<file path="src/rtl/txq_pkg.sv">
// Shared constants and state encoding for the transmit queue engine.
// Assumes a 32-bit memory word and byte-wide stream.
package txq_pkg;
    localparam int WORD_W         = 32;
    localparam int BYTES_PER_WORD = WORD_W / 8;
    localparam int BSEL_W         = $clog2(BYTES_PER_WORD);
    localparam int DESC_WORDS     = 4;
    localparam int LEN_W          = 16;

    // Flag word bit positions (decoded by software and engine alike)
    localparam int FLG_OWN  = 0;
    localparam int FLG_SKIP = 2;
    localparam int FLG_ZLP  = 6;
    localparam int FLG_IRQ  = 7;

    // Word indices inside a descriptor
    localparam logic [1:0] WI_FLAGS = 2'd0;
    localparam logic [1:0] WI_BUF   = 2'd1;
    localparam logic [1:0] WI_NEXT  = 2'd2;
    localparam logic [1:0] WI_LEN   = 2'd3;

    typedef enum logic [3:0] {
        SQ_IDLE,   // parked: inactive, unowned descriptor, or length stall
        SQ_RD,     // issue descriptor word read
        SQ_CAP,    // capture descriptor word
        SQ_EVAL,   // decide skip / error / send
        SQ_LOAD,   // issue buffer word read
        SQ_LCAP,   // capture buffer word into byte lane
        SQ_SEND,   // emit data bytes
        SQ_ZLP,    // emit zero-length marker beat
        SQ_WB,     // write flag word back
        SQ_ADV     // follow next pointer
    } seq_state_e;
endpackage

</file>
<file path="src/rtl/txq_cmd.sv">
// Command and status holder: active flag, current descriptor address,
// sticky warning and pending stop. Assumes the sequencer reports when it is
// parked and when it advances along the chain.
module txq_cmd
    #(parameter int ADDR_W = 16)
(
    input  logic              clk,
    input  logic              rst_n,
    input  logic              cmd_start,
    input  logic              cmd_stop,
    input  logic              cmd_resume,
    input  logic [ADDR_W-1:0] start_addr,
    input  logic              seq_parked,
    input  logic              seq_adv,
    input  logic [ADDR_W-1:0] seq_next,
    output logic              active,
    output logic [ADDR_W-1:0] cur_addr,
    output logic              warn,
    output logic              stop_pend,
    output logic              go
);
    // Fetch kick: fresh start, or resume whenever the sequencer is parked
    assign go = (cmd_start && !active) || (cmd_resume && seq_parked);

    // Command state update
    always_ff @(posedge clk) begin
        if (!rst_n) begin
            active    <= 1'b0;
            cur_addr  <= '0;
            warn      <= 1'b0;
            stop_pend <= 1'b0;
        end else begin
            if (cmd_start && active)
                warn <= 1'b1;
            if (cmd_start && !active)
                cur_addr <= start_addr;
            else if (seq_adv)
                cur_addr <= seq_next;
            if (go) begin
                active    <= 1'b1;
                stop_pend <= 1'b0;
            end else if (stop_pend && seq_parked) begin
                active    <= 1'b0;
                stop_pend <= 1'b0;
            end else if (cmd_stop && active) begin
                stop_pend <= 1'b1;
            end
        end
    end


    warn_sticky_chk: assert property (@(posedge clk) disable iff (!rst_n)
        !$fell(warn));


    off_only_parked_chk: assert property (@(posedge clk) disable iff (!rst_n)
        $fell(active) |-> $past(seq_parked));
endmodule

</file>
<file path="src/rtl/txq_byte_lane.sv">
// Output byte lane: holds one memory word and presents the selected byte
// (or a zero-length marker) on the stream. Assumes the sequencer keeps
// load/select/send steady while the sink stalls.
module txq_byte_lane
    import txq_pkg::*;
(
    input  logic              clk,
    input  logic              rst_n,
    input  logic              load,
    input  logic [WORD_W-1:0] word_in,
    input  logic [BSEL_W-1:0] sel,
    input  logic              send_data,
    input  logic              send_zlp,
    input  logic              last_in,
    output logic [7:0]        tx_data,
    output logic              tx_valid,
    output logic              tx_last,
    output logic              tx_zlp
);
    logic [WORD_W-1:0] word_q;
    logic [7:0]        lanes [BYTES_PER_WORD];

    // Word holding register
    always_ff @(posedge clk) begin
        if (!rst_n)
            word_q <= '0;
        else if (load)
            word_q <= word_in;
    end

    // Split the held word into little-endian byte lanes
    for (genvar b = 0; b < BYTES_PER_WORD; b++) begin : g_lane
        assign lanes[b] = word_q[8*b +: 8];
    end

    // Stream outputs
    always_comb begin
        tx_valid = send_data || send_zlp;
        tx_zlp   = send_zlp;
        tx_last  = last_in;
        tx_data  = send_zlp ? 8'h00 : lanes[sel];
    end
endmodule

</file>
<file path="src/rtl/txq_seq.sv">
// Descriptor sequencer: reads a descriptor word by word, then skips, flags a
// length error, or streams the buffer, then writes the flag word back and
// follows the next pointer. Assumes ADDR_W <= 32, 16-byte-aligned descriptors
// and one-cycle read latency.
module txq_seq
    import txq_pkg::*;
    #(parameter int ADDR_W = 16)
(
    input  logic              clk,
    input  logic              rst_n,
    input  logic              go,
    input  logic              stop_pend,
    input  logic              zlp_en,
    input  logic [ADDR_W-1:0] cur_addr,
    input  logic [WORD_W-1:0] mem_rdata,
    input  logic              tx_ready,
    output logic              parked,
    output logic              adv,
    output logic [ADDR_W-1:0] next_ptr,
    output logic              mem_req,
    output logic              mem_we,
    output logic [ADDR_W-1:0] mem_addr,
    output logic [WORD_W-1:0] mem_wdata,
    output logic              lane_load,
    output logic [BSEL_W-1:0] lane_sel,
    output logic              send_data,
    output logic              send_zlp,
    output logic              last_beat,
    output logic              done,
    output logic              len_err
);
    localparam logic [WORD_W-1:0] OWN_MASK = WORD_W'(1) << FLG_OWN;

    seq_state_e        state;
    logic [1:0]        widx;
    logic [WORD_W-1:0] flags_q;
    logic [ADDR_W-1:0] bufp;
    logic [ADDR_W-1:0] nxt;
    logic [LEN_W-1:0]  len_q;
    logic [LEN_W-1:0]  rem;
    logic              zlp_wanted;

    assign zlp_wanted = flags_q[FLG_ZLP] && zlp_en;

    // Memory port drive
    always_comb begin
        mem_req   = (state == SQ_RD) || (state == SQ_LOAD) || (state == SQ_WB);
        mem_we    = (state == SQ_WB);
        mem_wdata = (state == SQ_WB) ? (flags_q & ~OWN_MASK) : '0;
        case (state)
            SQ_RD:   mem_addr = cur_addr + {{(ADDR_W-4){1'b0}}, widx, 2'b00};
            SQ_LOAD: mem_addr = {bufp[ADDR_W-1:BSEL_W], {BSEL_W{1'b0}}};
            SQ_WB:   mem_addr = cur_addr;
            default: mem_addr = '0;
        endcase
    end

    // Status and stream control decode
    always_comb begin
        parked    = (state == SQ_IDLE);
        adv       = (state == SQ_ADV);
        next_ptr  = nxt;
        lane_load = (state == SQ_LCAP);
        lane_sel  = bufp[BSEL_W-1:0];
        send_data = (state == SQ_SEND);
        send_zlp  = (state == SQ_ZLP);
        last_beat = ((state == SQ_SEND) && (rem == LEN_W'(1))) || (state == SQ_ZLP);
        done      = (state == SQ_ADV) && flags_q[FLG_IRQ];
        len_err   = (state == SQ_EVAL) && !flags_q[FLG_SKIP] && (len_q == '0);
    end

    // Sequencer state machine
    always_ff @(posedge clk) begin
        if (!rst_n) begin
            state   <= SQ_IDLE;
            widx    <= '0;
            flags_q <= '0;
            bufp    <= '0;
            nxt     <= '0;
            len_q   <= '0;
            rem     <= '0;
        end else begin
            case (state)
                SQ_IDLE: begin
                    if (go) begin
                        widx  <= WI_FLAGS;
                        state <= SQ_RD;
                    end
                end
                SQ_RD: state <= SQ_CAP;
                SQ_CAP: begin
                    case (widx)
                        WI_FLAGS: flags_q <= mem_rdata;
                        WI_BUF:   bufp    <= mem_rdata[ADDR_W-1:0];
                        WI_NEXT:  nxt     <= mem_rdata[ADDR_W-1:0];
                        default:  len_q   <= mem_rdata[LEN_W-1:0];
                    endcase
                    if (widx == WI_FLAGS && !mem_rdata[FLG_OWN]) begin
                        state <= SQ_IDLE;
                    end else if (widx == WI_LEN) begin
                        state <= SQ_EVAL;
                    end else begin
                        widx  <= widx + 2'd1;
                        state <= SQ_RD;
                    end
                end
                SQ_EVAL: begin
                    if (flags_q[FLG_SKIP])
                        state <= SQ_WB;
                    else if (len_q == '0)
                        state <= SQ_IDLE;
                    else begin
                        rem   <= len_q;
                        state <= SQ_LOAD;
                    end
                end
                SQ_LOAD: state <= SQ_LCAP;
                SQ_LCAP: state <= SQ_SEND;
                SQ_SEND: begin
                    if (tx_ready) begin
                        bufp <= bufp + ADDR_W'(1);
                        rem  <= rem - LEN_W'(1);
                        if (rem == LEN_W'(1))
                            state <= zlp_wanted ? SQ_ZLP : SQ_WB;
                        else if (bufp[BSEL_W-1:0] == {BSEL_W{1'b1}})
                            state <= SQ_LOAD;
                    end
                end
                SQ_ZLP: begin
                    if (tx_ready)
                        state <= SQ_WB;
                end
                SQ_WB: state <= SQ_ADV;
                SQ_ADV: begin
                    if (stop_pend) begin
                        state <= SQ_IDLE;
                    end else begin
                        widx  <= WI_FLAGS;
                        state <= SQ_RD;
                    end
                end
                default: state <= SQ_IDLE;
            endcase
        end
    end
endmodule

</file>
<file path="src/rtl/txq_engine.sv">
// Top of the descriptor-chained transmit queue engine. Wires the command
// holder, the descriptor sequencer and the output byte lane together.
// Assumes a single-cycle-latency memory with no stall.
module txq_engine
    import txq_pkg::*;
    #(parameter int ADDR_W = 16)
(
    input  logic              clk,
    input  logic              rst_n,
    input  logic              cmd_start,
    input  logic              cmd_stop,
    input  logic              cmd_resume,
    input  logic [ADDR_W-1:0] start_addr,
    input  logic              zlp_en,
    output logic              q_active,
    output logic [ADDR_W-1:0] cur_desc_addr,
    output logic              warn_start_active,
    output logic              mem_req,
    output logic              mem_we,
    output logic [ADDR_W-1:0] mem_addr,
    output logic [31:0]       mem_wdata,
    input  logic [31:0]       mem_rdata,
    output logic [7:0]        tx_data,
    output logic              tx_valid,
    output logic              tx_last,
    output logic              tx_zlp,
    input  logic              tx_ready,
    output logic              done_pulse,
    output logic              len_err_pulse
);
    logic              parked;
    logic              adv;
    logic [ADDR_W-1:0] next_ptr;
    logic              stop_pend;
    logic              go;
    logic              lane_load;
    logic [BSEL_W-1:0] lane_sel;
    logic              send_data;
    logic              send_zlp;
    logic              last_beat;

    txq_cmd #(.ADDR_W(ADDR_W)) u_cmd (
        .clk        (clk),
        .rst_n      (rst_n),
        .cmd_start  (cmd_start),
        .cmd_stop   (cmd_stop),
        .cmd_resume (cmd_resume),
        .start_addr (start_addr),
        .seq_parked (parked),
        .seq_adv    (adv),
        .seq_next   (next_ptr),
        .active     (q_active),
        .cur_addr   (cur_desc_addr),
        .warn       (warn_start_active),
        .stop_pend  (stop_pend),
        .go         (go)
    );

    txq_seq #(.ADDR_W(ADDR_W)) u_seq (
        .clk        (clk),
        .rst_n      (rst_n),
        .go         (go),
        .stop_pend  (stop_pend),
        .zlp_en     (zlp_en),
        .cur_addr   (cur_desc_addr),
        .mem_rdata  (mem_rdata),
        .tx_ready   (tx_ready),
        .parked     (parked),
        .adv        (adv),
        .next_ptr   (next_ptr),
        .mem_req    (mem_req),
        .mem_we     (mem_we),
        .mem_addr   (mem_addr),
        .mem_wdata  (mem_wdata),
        .lane_load  (lane_load),
        .lane_sel   (lane_sel),
        .send_data  (send_data),
        .send_zlp   (send_zlp),
        .last_beat  (last_beat),
        .done       (done_pulse),
        .len_err    (len_err_pulse)
    );

    txq_byte_lane u_lane (
        .clk       (clk),
        .rst_n     (rst_n),
        .load      (lane_load),
        .word_in   (mem_rdata),
        .sel       (lane_sel),
        .send_data (send_data),
        .send_zlp  (send_zlp),
        .last_in   (last_beat),
        .tx_data   (tx_data),
        .tx_valid  (tx_valid),
        .tx_last   (tx_last),
        .tx_zlp    (tx_zlp)
    );


    hold_under_stall_chk: assert property (@(posedge clk) disable iff (!rst_n)
        tx_valid && !tx_ready |=> tx_valid && $stable(tx_data) && $stable(tx_last) && $stable(tx_zlp));


    wb_target_chk: assert property (@(posedge clk) disable iff (!rst_n)
        mem_we |-> mem_req && (mem_addr == cur_desc_addr));


    advance_after_wb_chk: assert property (@(posedge clk) disable iff (!rst_n)
        (q_active && $past(q_active) && (cur_desc_addr != $past(cur_desc_addr))) |-> $past(mem_we, 2));


    quiet_when_off_chk: assert property (@(posedge clk) disable iff (!rst_n)
        !q_active |-> !tx_valid && !mem_req);


    stall_stays_active_chk: assert property (@(posedge clk) disable iff (!rst_n)
        len_err_pulse |=> q_active && !tx_valid && !mem_req);
endmodule

</file>
<file path="config.mk">
export PLATFORM = sky130hd
export DESIGN_NAME = txq_engine
export DESIGN_NICKNAME = d
export VERILOG_FILES = /design/src/rtl/txq_pkg.sv /design/src/rtl/txq_cmd.sv /design/src/rtl/txq_byte_lane.sv /design/src/rtl/txq_seq.sv /design/src/rtl/txq_engine.sv
export SDC_FILE = /design/constraint.sdc
export NUM_CORES = 1
export LEC_CHECK = 0
export ABC_AREA = 1
export BUFFER_PORTS_ARGS = -buffer_cell sky130_fd_sc_hd__buf_2
export CORE_MARGIN = 10
export CORE_UTILIZATION = 25
export CTS_BUF_LIST = sky130_fd_sc_hd__clkbuf_8
export DETAILED_ROUTE_END_ITERATION = 12
export GPL_ROUTABILITY_DRIVEN = 0
export SYNTH_ARGS = -nofsm -noshare
export SYNTH_HDL_FRONTEND = slang
export SYNTH_SLANG_ARGS = --single-unit
</file>
<file path="constraint.sdc">
create_clock -name clk -period 2.45 [get_ports clk]
set_input_delay 0.49 -clock clk [delete_from_list [all_inputs] [get_ports clk]]
set_output_delay 0.49 -clock clk [all_outputs]
set_load 0.01 [all_outputs]
</file>
==> results <==
- Summing over every cut layer, the via total after detailed routing is 8423.
- For the pin with the worst max-slew slack, the measured transition is 0.614 ns.
- The most used flip-flop cell after synthesis is sky130_fd_sc_hd__dfxtp_1.
- In this run the deepest clock path goes through 2 buffers.
- The top cell types in the final layout, fill and taps aside, are 181 x sky130_fd_sc_hd__nor2_1, 180 x sky130_fd_sc_hd__o21ai_0, 178 x sky130_fd_sc_hd__nand2_1.
- The number of instances in the synthesized netlist is 1203.
- The count of endpoints failing hold in the final timing report was 0.
- The number of sinks handled by clock tree synthesis is 152.
- The count of non-filler cells in the finished layout is 1739.
- IR analysis of the VDD net gives a maximum drop of 0.345 mV.
- Of the cells placed in the final design, the portion with a size suffix greater than 1 is 0.197.
- STA classifies the critical path startpoint as a register.
- TritonCTS built the clock tree.
- Counting flops with a built-in enable in the synthesized netlist gives 0.
- The data required time of the critical path is 1.96 ns.
- The mean number of vias per cell is 4.84.
- Dividing the detail-routed wire length by the instance count gives 16.3 microns.
- The number of antenna violations at the first check in global routing was 0.
- Counting flops and latches in the post-synthesis netlist gives 152.
- The finished cells cover 9660 sq um.
- The clock root buffer is sky130_fd_sc_hd__clkbuf_8.
- The H-tree was split into 4 levels.
- The final setup violation count is 11.
- After floorplanning, the core was divided into 64 placement rows.
- Of the synthesized area, sequential elements account for 0.387.
- The die is 197 microns tall.
- The smallest clock period supported by the final layout is computed as 2.65 ns.
- Detailed placement ended at an HPWL of 20800 microns.
- Port buffering added 134 buffers.
- The setup path with the least slack is of type register to output pin.
- For this configuration, the core starts out at a cell density of 0.255.
- Summing all placed instances gives a cell area of 8940 sq um.
- From synthesis to final layout, the design area changed by 22.9%.
- The final max-slew violation count was 0.
- The final clock period utilization by the worst path is 1.08.
- The first global-routing pass estimated 43600 microns of wire.
- The clock reaches the later pin of the worst-skew pair after 0.48 ns.
- Counting flops with an async set or reset pin after synthesis yields a share of 0.
- The region available for standard cell placement spans 30800 sq um.
- The worst min-delay path category is primary input to register.
- For this run, the total global-route usage over all layers was measured as 0.141.
- The mean area per synthesized cell is 6.54 sq um.
- The post-cts hold buffer count is 0.
- Global routing finished with a remaining overflow of 0.
- Static timing analysis puts the maximum clock frequency at 378 MHz.
- For this run, the number of Yosys warnings is 0.
- The floorplan die width is 197 microns.
- Entering global routing, the biggest net connects 77 pins.
- The clock-pin slew of the registers on the worst-case setup and hold paths is 0.10 ns.
- The synthesized netlist occupies a cell area of 7870 sq um.
- The number of global-route vias before repair came to 7751.
- The full die area is 39000 sq um.
- For this run, the detailed router's first-pass iteration total came to 7.
- Including well taps, the total number of placed cells is 1693.
- The number of buffers inserted during clock tree synthesis is 17.
- The number of library cell types mapped by synthesis is 41.
- The final reports fail on setup timing.
- STA classifies the critical path endpoint as an output pin.
- Setup repair after global routing could not meet its margin everywhere.
- The first routing iteration left 786 violations.
- The detail route stage leaves a number of antenna-violating nets equal to 0.
- The worst clock skew is 0.0124 ns.
- 0 antenna diodes ended up in the layout.
- The worst setup slack after layout is -0.199 ns.
- The top-level port count is 136.
- The max-capacitance violation count is 0.
- Summed over all layers, the routed wires come to 28300 microns.
- In this run the worst path has a maximum fanout of 3.
- After layout, the design draws a total of 5.73 mW.
- The run finished, with violations left.
- The number of DRC violations after detailed routing is 0.
- The relative slew slack is 0.588.
- Summed over all failing endpoints, the final setup total negative slack is -1.15 ns.
- The worst reg-to-reg setup slack is 0.45 ns.
- For this run, the post-layout net count is 1395.
- The arrival time of the worst setup path is 2.16 ns.
- The placement-stage worst setup slack is 0.145 ns.
- Dividing total power by cell area gives a power density of 593 nW/um^2.
- The analysis attributes to cell leakage a power of 4.06 nW.
- When the netlist entered floorplanning its net count stood at 1268.
- The library cell used most frequently in the layout, excluding fill and tap cells, is sky130_fd_sc_hd__nor2_1.
[Yosys cell counts, types with 2 or more instances]
library cell,n,area (sq um)
sky130_fd_sc_hd__o21a_1,3,22.5
sky130_fd_sc_hd__nand2_1,185,694
sky130_fd_sc_hd__inv_2,9,33.8
sky130_fd_sc_hd__nor2_1,187,702
sky130_fd_sc_hd__nor3_1,12,60.1
sky130_fd_sc_hd__a31oi_1,2,12.5
sky130_fd_sc_hd__ha_1,9,113
sky130_fd_sc_hd__nand2_2,4,25.0
sky130_fd_sc_hd__inv_1,128,480
sky130_fd_sc_hd__o21bai_1,4,30.0
sky130_fd_sc_hd__o21ai_1,2,10.0
sky130_fd_sc_hd__o22ai_1,2,12.5
sky130_fd_sc_hd__a21oi_1,143,716
sky130_fd_sc_hd__clkinv_1,3,11.3
sky130_fd_sc_hd__clkbuf_1,35,131
sky130_fd_sc_hd__buf_2,18,90.1
sky130_fd_sc_hd__buf_6,3,33.8
sky130_fd_sc_hd__buf_4,5,37.5
sky130_fd_sc_hd__nor2_2,4,25.0
sky130_fd_sc_hd__nand4_1,11,68.8
sky130_fd_sc_hd__o211ai_1,10,75.1
sky130_fd_sc_hd__o221ai_1,5,43.8
sky130_fd_sc_hd__buf_1,4,15.0
sky130_fd_sc_hd__dfxtp_1,152,3040
sky130_fd_sc_hd__nand3_1,63,315
sky130_fd_sc_hd__nor2_4,2,22.5
sky130_fd_sc_hd__o21ai_0,183,916
sky130_fd_sc_hd__a21oi_2,2,17.5
[registers in the layout, summed over array words and instances, names as in the netlist]
register,count
u_cmd.stop_pend,1
u_cmd.cur_addr,16
u_seq.widx,2
u_seq.next_ptr,16
u_cmd.warn,1
u_seq.rem,16
u_seq.len_q,16
u_cmd.active,1
u_seq.flags_q,31
u_seq.bufp,16
u_seq.state,4
u_lane.word_q,32
[cell families after synthesis]
| group | after synthesis | share of synthesized area |
|---|---|---|
| AOI/OAI and AO/OA | 361 | 0.241 |
| xor gates and xnor gates | 1 | 0.00111 |
| adders and majority gates | 10 | 0.0169 |
| buffers and inverters | 206 | 0.107 |
| DFF | 152 | 0.387 |
| other | 1 | 0.000477 |
| and+or+nand+nor | 472 | 0.247 |
[layout make-up]
class                   instances  area [sq um]
clock buffers                  18           248
flip-flops and latches        152          3060
fillers                      3348         21200
well taps                     396           495
clock inverters                14           195
repair buffers                172           998
repair inverters                2          12.5
inverters                     140           536
multi-input cells             845          4120
[report_power, final]
| group | leakage, nW | internal (mW) | switching (mW) |
|---|---|---|---|
| Combinational | 2.61 | 0.299 | 0.568 |
| Clock | 0.218 | 1.15 | 1.05 |
| Sequential | 1.24 | 2.58 | 0.0921 |
| Total | 4.06 | 4.02 | 1.71 |
[path summary, 6_finish.rpt]
path | cells past startpoint | endpoint | start
max | 10 | mem_addr[6] | u_cmd.cur_addr[2]
min | 3 | u_cmd.warn | cmd_start
max reg2reg | 8 | u_seq.bufp[12] | u_seq.state[2]
min reg2reg | 2 | u_seq.flags_q[10] | u_seq.flags_q[10]
[repair_timing]
action                                 4_1_cts  5_1_grt
cloned                                       1        1
gates resized for setup                     32       27
pin swaps                                   17        9
setup endpoints to repair                   17       56
buffers inserted                             7        5
endpoints found under the hold margin        0        0
[routing by layer]
metal | vias up | share of wire | GRT usage
met5 | - | 0 | 0
met3 | 34 | 0.075 | 0.0378
met2 | 303 | 0.44 | 0.215
li1 | 4186 | - | -
met1 | 3900 | 0.46 | 0.189
met4 | 0 | 0.022 | 0.0461
[per-stage QoR]
stage | utilization | hold WS, ns
CTS | 0.309 | 0.253
finish | 0.313 | 0.272
global placement | 0.290 | 0.437
global route | 0.313 | 0.298
floorplan | - | 0.430
detailed placement | 0.290 | 0.443
[critical path, cell delays in order, from the launching register on]
cell and delay, ns:
sky130_fd_sc_hd__dfxtp_2 0.35, sky130_fd_sc_hd__ha_4 0.16, sky130_fd_sc_hd__fa_2 0.37, sky130_fd_sc_hd__nand2_2 0.12, sky130_fd_sc_hd__nor2_4 0.05, sky130_fd_sc_hd__buf_4 0.13
sky130_fd_sc_hd__buf_6 0.11, sky130_fd_sc_hd__nor2_4 0.09, sky130_fd_sc_hd__nand2_2 0.06, sky130_fd_sc_hd__o221ai_2 0.07, sky130_fd_sc_hd__buf_2 0.17
No activity file was read; power rests on OpenSTA's default activity.
